==> src/rtl/exti_pkg.sv <==
package exti_pkg;

    // register word index = byte address / 4
    typedef enum logic [2:0] {
        REG_IMASK = 3'd0,
        REG_EMASK = 3'd1,
        REG_RISE  = 3'd2,
        REG_FALL  = 3'd3,
        REG_SWTRG = 3'd4,
        REG_PEND  = 3'd5,
        REG_PSEL0 = 3'd6,
        REG_PSEL1 = 3'd7
    } reg_idx_e;

    // interrupt grouping of the pin lines
    localparam int SOLO_LINES   = 5;  // lines 0..4 own one output each
    localparam int GROUP_A_LAST = 9;  // lines 5..9 share one output

endpackage

==> src/rtl/exti_port_mux.sv <==
module exti_port_mux #(
    parameter int N_PORTS    = 11,
    parameter int GPIO_LINES = 16,
    parameter int SEL_W      = 4
) (
    input  logic [N_PORTS*GPIO_LINES-1:0] port_pins,
    input  logic [GPIO_LINES*SEL_W-1:0]   psel,
    output logic [GPIO_LINES-1:0]         line_in
);

    for (genvar i = 0; i < GPIO_LINES; i++) begin : g_line
        logic [SEL_W-1:0] sel;
        assign sel = psel[i*SEL_W +: SEL_W];
        always_comb begin
            line_in[i] = 1'b0;
            for (int k = 0; k < N_PORTS; k++) begin
                if (sel == SEL_W'(k)) line_in[i] = port_pins[k*GPIO_LINES + i];
            end
        end
    end

endmodule

==> src/rtl/exti_line_core.sv <==
module exti_line_core #(
    parameter int N_LINES = 24
) (
    input  logic               clk,
    input  logic               rst_n,
    input  logic [N_LINES-1:0] raw_in,
    input  logic [N_LINES-1:0] rise_en,
    input  logic [N_LINES-1:0] fall_en,
    input  logic [N_LINES-1:0] emask,
    input  logic [N_LINES-1:0] sw_set,
    input  logic [N_LINES-1:0] clr,
    output logic [N_LINES-1:0] pend,
    output logic [N_LINES-1:0] evt
);

    logic [N_LINES-1:0] samp_q, prev_q, pend_q, evt_q, trig;

    always_comb begin
        trig = (samp_q & ~prev_q & rise_en) | (~samp_q & prev_q & fall_en) | sw_set;
    end

    always_ff @(posedge clk or negedge rst_n) begin
        if (!rst_n) begin
            samp_q <= '0;
            prev_q <= '0;
            pend_q <= '0;
            evt_q  <= '0;
        end else begin
            samp_q <= raw_in;
            prev_q <= samp_q;
            pend_q <= (pend_q & ~clr) | trig;
            evt_q  <= trig & emask;
        end
    end

    assign pend = pend_q;
    assign evt  = evt_q;


    pend_clear_chk: assert property (@(posedge clk) disable iff (!rst_n)
        (|clr) |=> ((pend_q & $past(clr & ~trig)) == '0));


    set_wins_chk: assert property (@(posedge clk) disable iff (!rst_n)
        (|trig) |=> ((pend_q & $past(trig)) == $past(trig)));


    no_spurious_set_chk: assert property (@(posedge clk) disable iff (!rst_n)
        (|pend_q) |-> ((pend_q & ~$past(pend_q) & ~$past(trig)) == '0));


    evt_implies_pend_chk: assert property (@(posedge clk) disable iff (!rst_n)
        ((evt_q & ~pend_q) == '0));

endmodule

==> src/rtl/exti_regs.sv <==
module exti_regs
    import exti_pkg::*;
#(
    parameter int N_LINES    = 24,
    parameter int GPIO_LINES = 16,
    parameter int SEL_W      = 4,
    parameter int DW         = 32,
    parameter int AW         = 5
) (
    input  logic                        clk,
    input  logic                        rst_n,
    input  logic                        bus_en,
    input  logic                        bus_we,
    input  logic [AW-1:0]               bus_addr,
    input  logic [DW-1:0]               bus_wdata,
    output logic [DW-1:0]               bus_rdata,
    input  logic [N_LINES-1:0]          pend,
    output logic [N_LINES-1:0]          imask,
    output logic [N_LINES-1:0]          emask,
    output logic [N_LINES-1:0]          rise_en,
    output logic [N_LINES-1:0]          fall_en,
    output logic [GPIO_LINES*SEL_W-1:0] psel,
    output logic [N_LINES-1:0]          sw_set,
    output logic [N_LINES-1:0]          clr
);

    localparam int PSEL_W = GPIO_LINES * SEL_W;

    reg_idx_e idx;
    logic     wr;
    logic     unused_lsb;

    assign idx        = reg_idx_e'(bus_addr[AW-1:2]);
    assign wr         = bus_en & bus_we;
    assign unused_lsb = ^bus_addr[1:0];

    assign sw_set = (wr && idx == REG_SWTRG) ? bus_wdata[N_LINES-1:0] : '0;
    assign clr    = (wr && idx == REG_PEND)  ? bus_wdata[N_LINES-1:0] : '0;

    always_ff @(posedge clk or negedge rst_n) begin
        if (!rst_n) begin
            imask   <= '0;
            emask   <= '0;
            rise_en <= '0;
            fall_en <= '0;
            psel    <= '0;
        end else if (wr) begin
            case (idx)
                REG_IMASK: imask   <= bus_wdata[N_LINES-1:0];
                REG_EMASK: emask   <= bus_wdata[N_LINES-1:0];
                REG_RISE:  rise_en <= bus_wdata[N_LINES-1:0];
                REG_FALL:  fall_en <= bus_wdata[N_LINES-1:0];
                REG_PSEL0: psel[DW-1:0]      <= bus_wdata;
                REG_PSEL1: psel[PSEL_W-1:DW] <= bus_wdata[PSEL_W-DW-1:0];
                default:   ;
            endcase
        end
    end

    always_comb begin
        bus_rdata = '0;
        case (idx)
            REG_IMASK: bus_rdata[N_LINES-1:0] = imask;
            REG_EMASK: bus_rdata[N_LINES-1:0] = emask;
            REG_RISE:  bus_rdata[N_LINES-1:0] = rise_en;
            REG_FALL:  bus_rdata[N_LINES-1:0] = fall_en;
            REG_PEND:  bus_rdata[N_LINES-1:0] = pend;
            REG_PSEL0: bus_rdata = psel[DW-1:0];
            REG_PSEL1: bus_rdata[PSEL_W-DW-1:0] = psel[PSEL_W-1:DW];
            default:   bus_rdata = '0;
        endcase
    end

endmodule

==> src/rtl/exti_ctrl.sv <==
module exti_ctrl
    import exti_pkg::*;
#(
    parameter int N_PORTS    = 11,
    parameter int GPIO_LINES = 16,
    parameter int INT_LINES  = 8,
    parameter int SEL_W      = 4,
    parameter int DW         = 32,
    parameter int AW         = 5,
    localparam int N_LINES   = GPIO_LINES + INT_LINES,
    localparam int IRQ_W     = SOLO_LINES + 2 + INT_LINES
) (
    input  logic                          clk,
    input  logic                          rst_n,
    input  logic                          bus_en,
    input  logic                          bus_we,
    input  logic [AW-1:0]                 bus_addr,
    input  logic [DW-1:0]                 bus_wdata,
    output logic [DW-1:0]                 bus_rdata,
    input  logic [N_PORTS*GPIO_LINES-1:0] port_pins,
    input  logic [INT_LINES-1:0]          int_src,
    output logic [IRQ_W-1:0]              irq_out,
    output logic [N_LINES-1:0]            evt_out
);

    logic [N_LINES-1:0]          imask, emask, rise_en, fall_en, sw_set, clr, pend;
    logic [GPIO_LINES*SEL_W-1:0] psel;
    logic [GPIO_LINES-1:0]       gpio_line;
    logic [N_LINES-1:0]          active;

    exti_regs #(
        .N_LINES(N_LINES), .GPIO_LINES(GPIO_LINES), .SEL_W(SEL_W), .DW(DW), .AW(AW)
    ) i_regs (
        .clk(clk), .rst_n(rst_n), .bus_en(bus_en), .bus_we(bus_we),
        .bus_addr(bus_addr), .bus_wdata(bus_wdata), .bus_rdata(bus_rdata),
        .pend(pend), .imask(imask), .emask(emask), .rise_en(rise_en),
        .fall_en(fall_en), .psel(psel), .sw_set(sw_set), .clr(clr)
    );

    exti_port_mux #(
        .N_PORTS(N_PORTS), .GPIO_LINES(GPIO_LINES), .SEL_W(SEL_W)
    ) i_mux (
        .port_pins(port_pins), .psel(psel), .line_in(gpio_line)
    );

    exti_line_core #(.N_LINES(N_LINES)) i_core (
        .clk(clk), .rst_n(rst_n), .raw_in({int_src, gpio_line}),
        .rise_en(rise_en), .fall_en(fall_en), .emask(emask),
        .sw_set(sw_set), .clr(clr), .pend(pend), .evt(evt_out)
    );

    assign active = pend & imask;

    for (genvar j = 0; j < SOLO_LINES; j++) begin : g_solo
        assign irq_out[j] = active[j];
    end
    assign irq_out[SOLO_LINES]     = |active[GROUP_A_LAST:SOLO_LINES];
    assign irq_out[SOLO_LINES + 1] = |active[GPIO_LINES-1:GROUP_A_LAST+1];
    for (genvar k = 0; k < INT_LINES; k++) begin : g_int
        assign irq_out[SOLO_LINES + 2 + k] = active[GPIO_LINES + k];
    end


    evt_masked_chk: assert property (@(posedge clk) disable iff (!rst_n)
        (|evt_out) |-> ((evt_out & ~$past(emask)) == '0));


    irq_needs_pend_chk: assert property (@(posedge clk) disable iff (!rst_n)
        (|irq_out[SOLO_LINES-1:0]) |-> ((irq_out[SOLO_LINES-1:0] & ~pend[SOLO_LINES-1:0]) == '0));

endmodule

==> config.mk <==
export PLATFORM = sky130hd
export DESIGN_NAME = exti_ctrl
export DESIGN_NICKNAME = d
export VERILOG_FILES = /design/src/rtl/exti_pkg.sv /design/src/rtl/exti_port_mux.sv /design/src/rtl/exti_line_core.sv /design/src/rtl/exti_regs.sv /design/src/rtl/exti_ctrl.sv
export SDC_FILE = /design/constraint.sdc
export NUM_CORES = 1
export LEC_CHECK = 0
export ABC_AREA = 1
export BUFFER_PORTS_ARGS = -buffer_cell sky130_fd_sc_hd__buf_2
export CAP_MARGIN = 20
export CORE_UTILIZATION = 56
export CTS_CLUSTER_DIAMETER = 30
export DETAILED_ROUTE_END_ITERATION = 12
export PLACE_DENSITY = 0.88
export SLEW_MARGIN = 20
export SYNTH_ARGS = -nofsm -noshare
export SYNTH_HDL_FRONTEND = slang
export SYNTH_SLANG_ARGS = --single-unit
==> constraint.sdc <==
create_clock -name clk -period 1.65 [get_ports clk]
set_input_delay 0.165 -clock clk [delete_from_list [all_inputs] [get_ports clk]]
set_output_delay 0.165 -clock clk [all_outputs]
set_load 0.005 [all_outputs]
==> Word-level counts from Yosys, hierarchy flattened <==
Cells that the tools add are included.
{ "op_classes": {"eq_ne": 167, "muxes": 180, "n_bitwise": 14, "n_reduce_logical": 27} }
{ "ops": {"columns": ["cell", "count"], "rows": [
  ["4-bit by 3-bit equality test with 1-bit output (second input constant)", 64],
  ["4-bit equality test (second input constant)", 48],
  ["1-bit two-way mux", 176],
  ["24-bit AND", 7],
  ["24-bit one-hot mux with 7 select lines", 1],
  ["4-bit by 2-bit equality test with 1-bit output (second input constant)", 32],
  ["24-bit inverter", 3],
  ["24-bit OR", 3],
  ["4-bit by 1-bit equality test with 1-bit output (second input constant)", 16],
  ["4-bit logical NOT", 16],
  ["24-bit two-way mux", 2],
  ["8-bit one-hot mux with 2 select lines", 1],
  ["3-bit equality test (second input constant)", 4],
  ["2-bit AND reduction", 6],
  ["3-bit by 2-bit equality test with 1-bit output (second input constant)", 2],
  ["6-bit OR reduction", 1],
  ["5-bit OR reduction", 1],
  ["3-bit by 1-bit equality test with 1-bit output (second input constant)", 1],
  ["3-bit logical NOT", 1],
  ["1-bit logical AND", 2],
  ["1-bit AND", 1]
]} }
{ "totals": {"register_bits": 256, "input_bits": 225, "elab_cells": 398} }

==> Depth between registers and ports, before layout <==
{ "logic_depth": {"word_depth": 12, "depth_mapped": 9, "ltp_nobuf": 8} }

==> By module <==
Synthesis repeated with hierarchy kept, for this count alone.
{ "unflattened": {"hier_cells": 1932, "hier_area_um2": 13848.3} }
{ "modules_own_cells": {"columns": ["module", "n_inst", "cells_each", "area_per_inst_um2", "seq_area_each_um2"], "rows": [
  ["exti_regs", 1, 1013, 7966.4, 4003.8],
  ["exti_line_core", 1, 360, 3543.4, 2402.3],
  ["exti_port_mux", 1, 512, 2162.1, 0.0],
  ["exti_ctrl", 1, 47, 176.4, 0.0]
]} }

==> Worst setup path before layout <==
OpenSTA, ideal clock, no wires.
{ "synth_timing": {"path_type": "input-to-output", "start": "in bus_addr[3]", "end": "out bus_rdata[10]", "arrival_ps": 1089, "path_slack_ps": 396, "cell_stages": 9, "n_path_buf": 2, "cell_sequence": "buf_2 inv_2 nand3_2 inv_2 buf_2 nand2_1 o21ai_0 nor2_1 nand2_1"} }
{ "synth_between": {"elab_chain_cells": 2, "elab_cells_between_ends": 8, "classes_between": "6 x eq/ne; 1 x mux; 1 x reduce/logical"} }
{ "synth_lines": {"columns": ["element", "line_no", "text"], "rows": [
  ["from (decl)", "exti_ctrl.sv:17", "input logic [AW-1:0] bus_addr,"],
  ["3-bit equality test, or another cell as far along", "exti_regs.sv:62", "case (idx)"],
  ["24-bit one-hot mux with 7 select lines (*)", "exti_regs.sv:62", null],
  ["to (decl)", "exti_ctrl.sv:19", "output logic [DW-1:0] bus_rdata,"]
]} }
Every way passes the cells marked *; elsewhere a longest branch is shown, timed or not.

==> Final worst setup path <==
{ "layout_timing": {"start": "reg i_regs.fall_en[10]", "end": "out bus_rdata[10]"} }
{ "layout_between": {"elab_chain_cells": 1} }
{ "layout_lines": {"columns": ["element", "line_no", "text"], "rows": [
  ["from (decl)", "exti_regs.sv:21", "output logic [N_LINES-1:0] fall_en,"],
  ["from (signal assigned)", "exti_regs.sv:52", "REG_FALL: fall_en <= bus_wdata[N_LINES-1:0];"],
  ["24-bit one-hot mux with 7 select lines", "exti_regs.sv:62", null]
]} }
No other way between the ends.

==> summary.txt <==
Run status
  • Status: finished with violations
  • Violated checks: hold timing, setup timing

Routing
  • Vias: 14,700
  • DRC violations left: 0
  • 1st-pass router iterations: 12
  • Drt total wl: 46.6 mm
  • DRT iter0 DRCs: 1,628
  • Antenna Nets Post-Route: 0
  • Via density per instance: 5.72
  • Routed wire length per instance: 18.2 µm

Setup path
  • CP max FO: 3
  • Crit-path cells: inv_1 > o21ai_0 > nor2_1 > nand2_1 > buf_2
  • Crit. End Element: primary output
  • Slowest Stage Delay on Critical Path: 0.36 ns
  • Worst path arrival time: 1.56 ns
  • Worst Path Class, Setup: reg -> out
  • R2r setup slk: 0.16 ns
  • Worst r2r src: i_regs.psel[12]
  • Critical Path Source: i_regs.fall_en[10]
  • Crit start category: register
  • Crit-path slowest cell: dfrtp_1
  • WP data required: 1.48 ns

Timing
  • Final worst path period need: 1.72 ns
  • Worst Tran Pin Value: 0.451 ns
  • Setup Viol. Count Final: 11
  • Hold slack: -0.0117 ns
  • Final hold violation count: 2
  • Max Clock Freq: 581 MHz
  • RSZ-0062 raised after global routing: true
  • Slew margin rel.: 69.9%
  • Slew Viols, Final: 0
  • Clock Skew: 0.0181 ns
  • Tcrit/Tclk final: 104%
  • Final worst slack: -0.0719 ns
  • Setup_tns: -0.270 ns

Finish
  • Top reg by flops: i_regs.psel
  • Number of cells in the finished layout apart from fillers: 2,561
  • Antenna Cells: 0
  • Area Overhead vs Synth: 40.1%
  • Layout cell share with drive strength beyond 1: 27.6%
  • Largest register FFs: 64
  • Nets: 2,461

Yosys
  • Distinct cells, synth: 27
  • Synth area leaders: dfrtp_1 (50%), nand2_1 (15%), inv_1 (9.1%)
  • Syn_nets: 1,992
  • Synth warnings: 0
  • Top-count cell post-synth: nand2_1
  • Mapped cell area: 12,900 µm²
  • Yosys reg bits: 256
  • Synth area leader: dfrtp_1
  • Number of flops mapped to enable cells by yosys: 0
  • Synth Instances: 1,767
  • Syn avg cell area: 7.28 µm²
  • Ys flop type: dfrtp_1
  • Sequential fraction of the synthesis area: 49.8%
  • Synth top cells by count: nand2_1 (498), inv_1 (312), dfrtp_1 (256)
  • Async S/R FF share, synth: 100%
  • Synth top area share: 49.8%

Worst hold path
  • Hold wc startpoint: port_pins[79]
  • Hold Path Class: in -> reg

Clocking
  • TritonCTS clock tree: built
  • Bufs on Longest Clock Path: 3
  • Clock Latency Late Sink: 0.56 ns
  • Clk sink count: 256
  • H-tree levels: 2
  • Root Driver: clkbuf_16
  • Clock transition at the registers of the reported paths: 0.05 ns
  • Total CTS buffers: 49

Global routing
  • Pin count of the biggest net entering global routing: 71
  • Gr ovfl total: 0
  • All-layer global routing usage: 37.3%
  • Vias in the first global route: 14,000
  • Initial antenna violation count: 0
  • First-pass GRT wire length: 69.0 mm

Floorplanning
  • Die width: 154 µm
  • DIE AREA: 23,600 µm²
  • Core ar.: 22,600 µm²
  • Die H: 154 µm
  • Ports: 296
  • Row cnt: 55
  • Initial Util: 57.0%

Placement
  • # port buffers: 293
  • Placer congestion estimate: 0.909
  • Final HPWL DP: 26.9 mm
  • Placed cell count: 2,334

Power and ir drop
  • Peak supply drop: 0.000791 V
  • Static Leakage: 0.00960 µW
  • Pwr Density: 1390 nW/µm²

Job
  • Max Cap Viol: 0
[critical path: cells and delay by family, from the launching register on]
kind            cells  cell delay [ns]
buf+inv             2             0.19
simple gates        2             0.17
flops               1             0.36
compound gates      1             0.28
[metal layers]
| metal | wire [µm] | vias to the layer above | track usage [%] |
|---|---|---|---|
| met3 | 4940 | 305 | 6.51 |
| met4 | 3410 | 0 | 24.4 |
| met1 | 16000 | 6663 | 43.5 |
| met2 | 22200 | 1207 | 63.5 |
| met5 | 0 | - | 0 |
| li1 | - | 6483 | - |
[report_power, final]
| part | internal, µW | leakage (µW) | switching (µW) |
|---|---|---|---|
| combinational | 2610 | 0.00571 | 3650 |
| sequential | 7710 | 0.00311 | 1140 |
| clock | 6330 | 0.000787 | 3540 |
| total | 16700 | 0.00960 | 8330 |
[logic make-up after synthesis]
family	synth area share (%)
compound gates	13.5
buf+inv	11.2
flops	49.8
simple gates	25.5
[repair_timing]
action                                  4_1_cts  5_1_grt
endpoints found under the setup margin       23       29
setup buffers                                36       51
gates resized for setup                      63       54
cloned                                        0        1
hold buffers                                 50        0
hold endpoints to repair                    335        0
pin swaps                                    13       42
[path summary, 6_finish.rpt]
check                                    endpoint  cells past startpoint
worst max-delay path                bus_rdata[10]                      5
worst min-delay path            i_core.samp_q[15]                      5
worst max register to register   i_core.samp_q[3]                      8
worst min register to register  i_core.prev_q[23]                      0
max in group asynchronous         i_regs.psel[24]                      3
min in group asynchronous       i_core.samp_q[20]                      2
[stage by stage]
step                      worst slack, ns  util [%]  cell area, µm²  hold slack [ns]  power, µW
final                             -0.0719      79.8           18000          -0.0117      25000
after global routing              -0.0881      79.8           18000           0.0402      26100
after CTS                         -0.0425      77.4           17500          0.00181      24000
after detailed placement            0.150      66.3           15000           0.0895      13500
after global placement              0.187      66.3           15000           0.0909      13200
after floorplan                     0.396         -           12900           -0.131      11500
[area by class of cell]
| type | instances | area [µm²] |
|---|---|---|
| clock buffer | 58 | 1300 |
| clock inverter | 33 | 352 |
| multi-input combinational | 1142 | 5230 |
| fill | 1298 | 4550 |
| inverter | 317 | 1200 |
| tap | 285 | 357 |
| timing repair buffer | 470 | 3160 |
| sequential | 256 | 6420 |
[placed cells by master (no fill, tap or decap), types with 8 or more instances in the layout]
cell type / count
inv_1: 256
a31oi_1: 8
or2_2: 12
o21ai_0: 211
o21ai_1: 15
buf_4: 111
inv_2: 57
buf_2: 289
dlygate4sd3_1: 49
nand2_1: 497
o22ai_1: 54
buf_12: 16
inv_6: 9
clkbuf_16: 50
dfrtp_1: 247
nand3_1: 90
clkinvlp_4: 9
o22ai_2: 17
nor2_1: 198
dfrtp_2: 9
(Power assumes the default switching activity.)
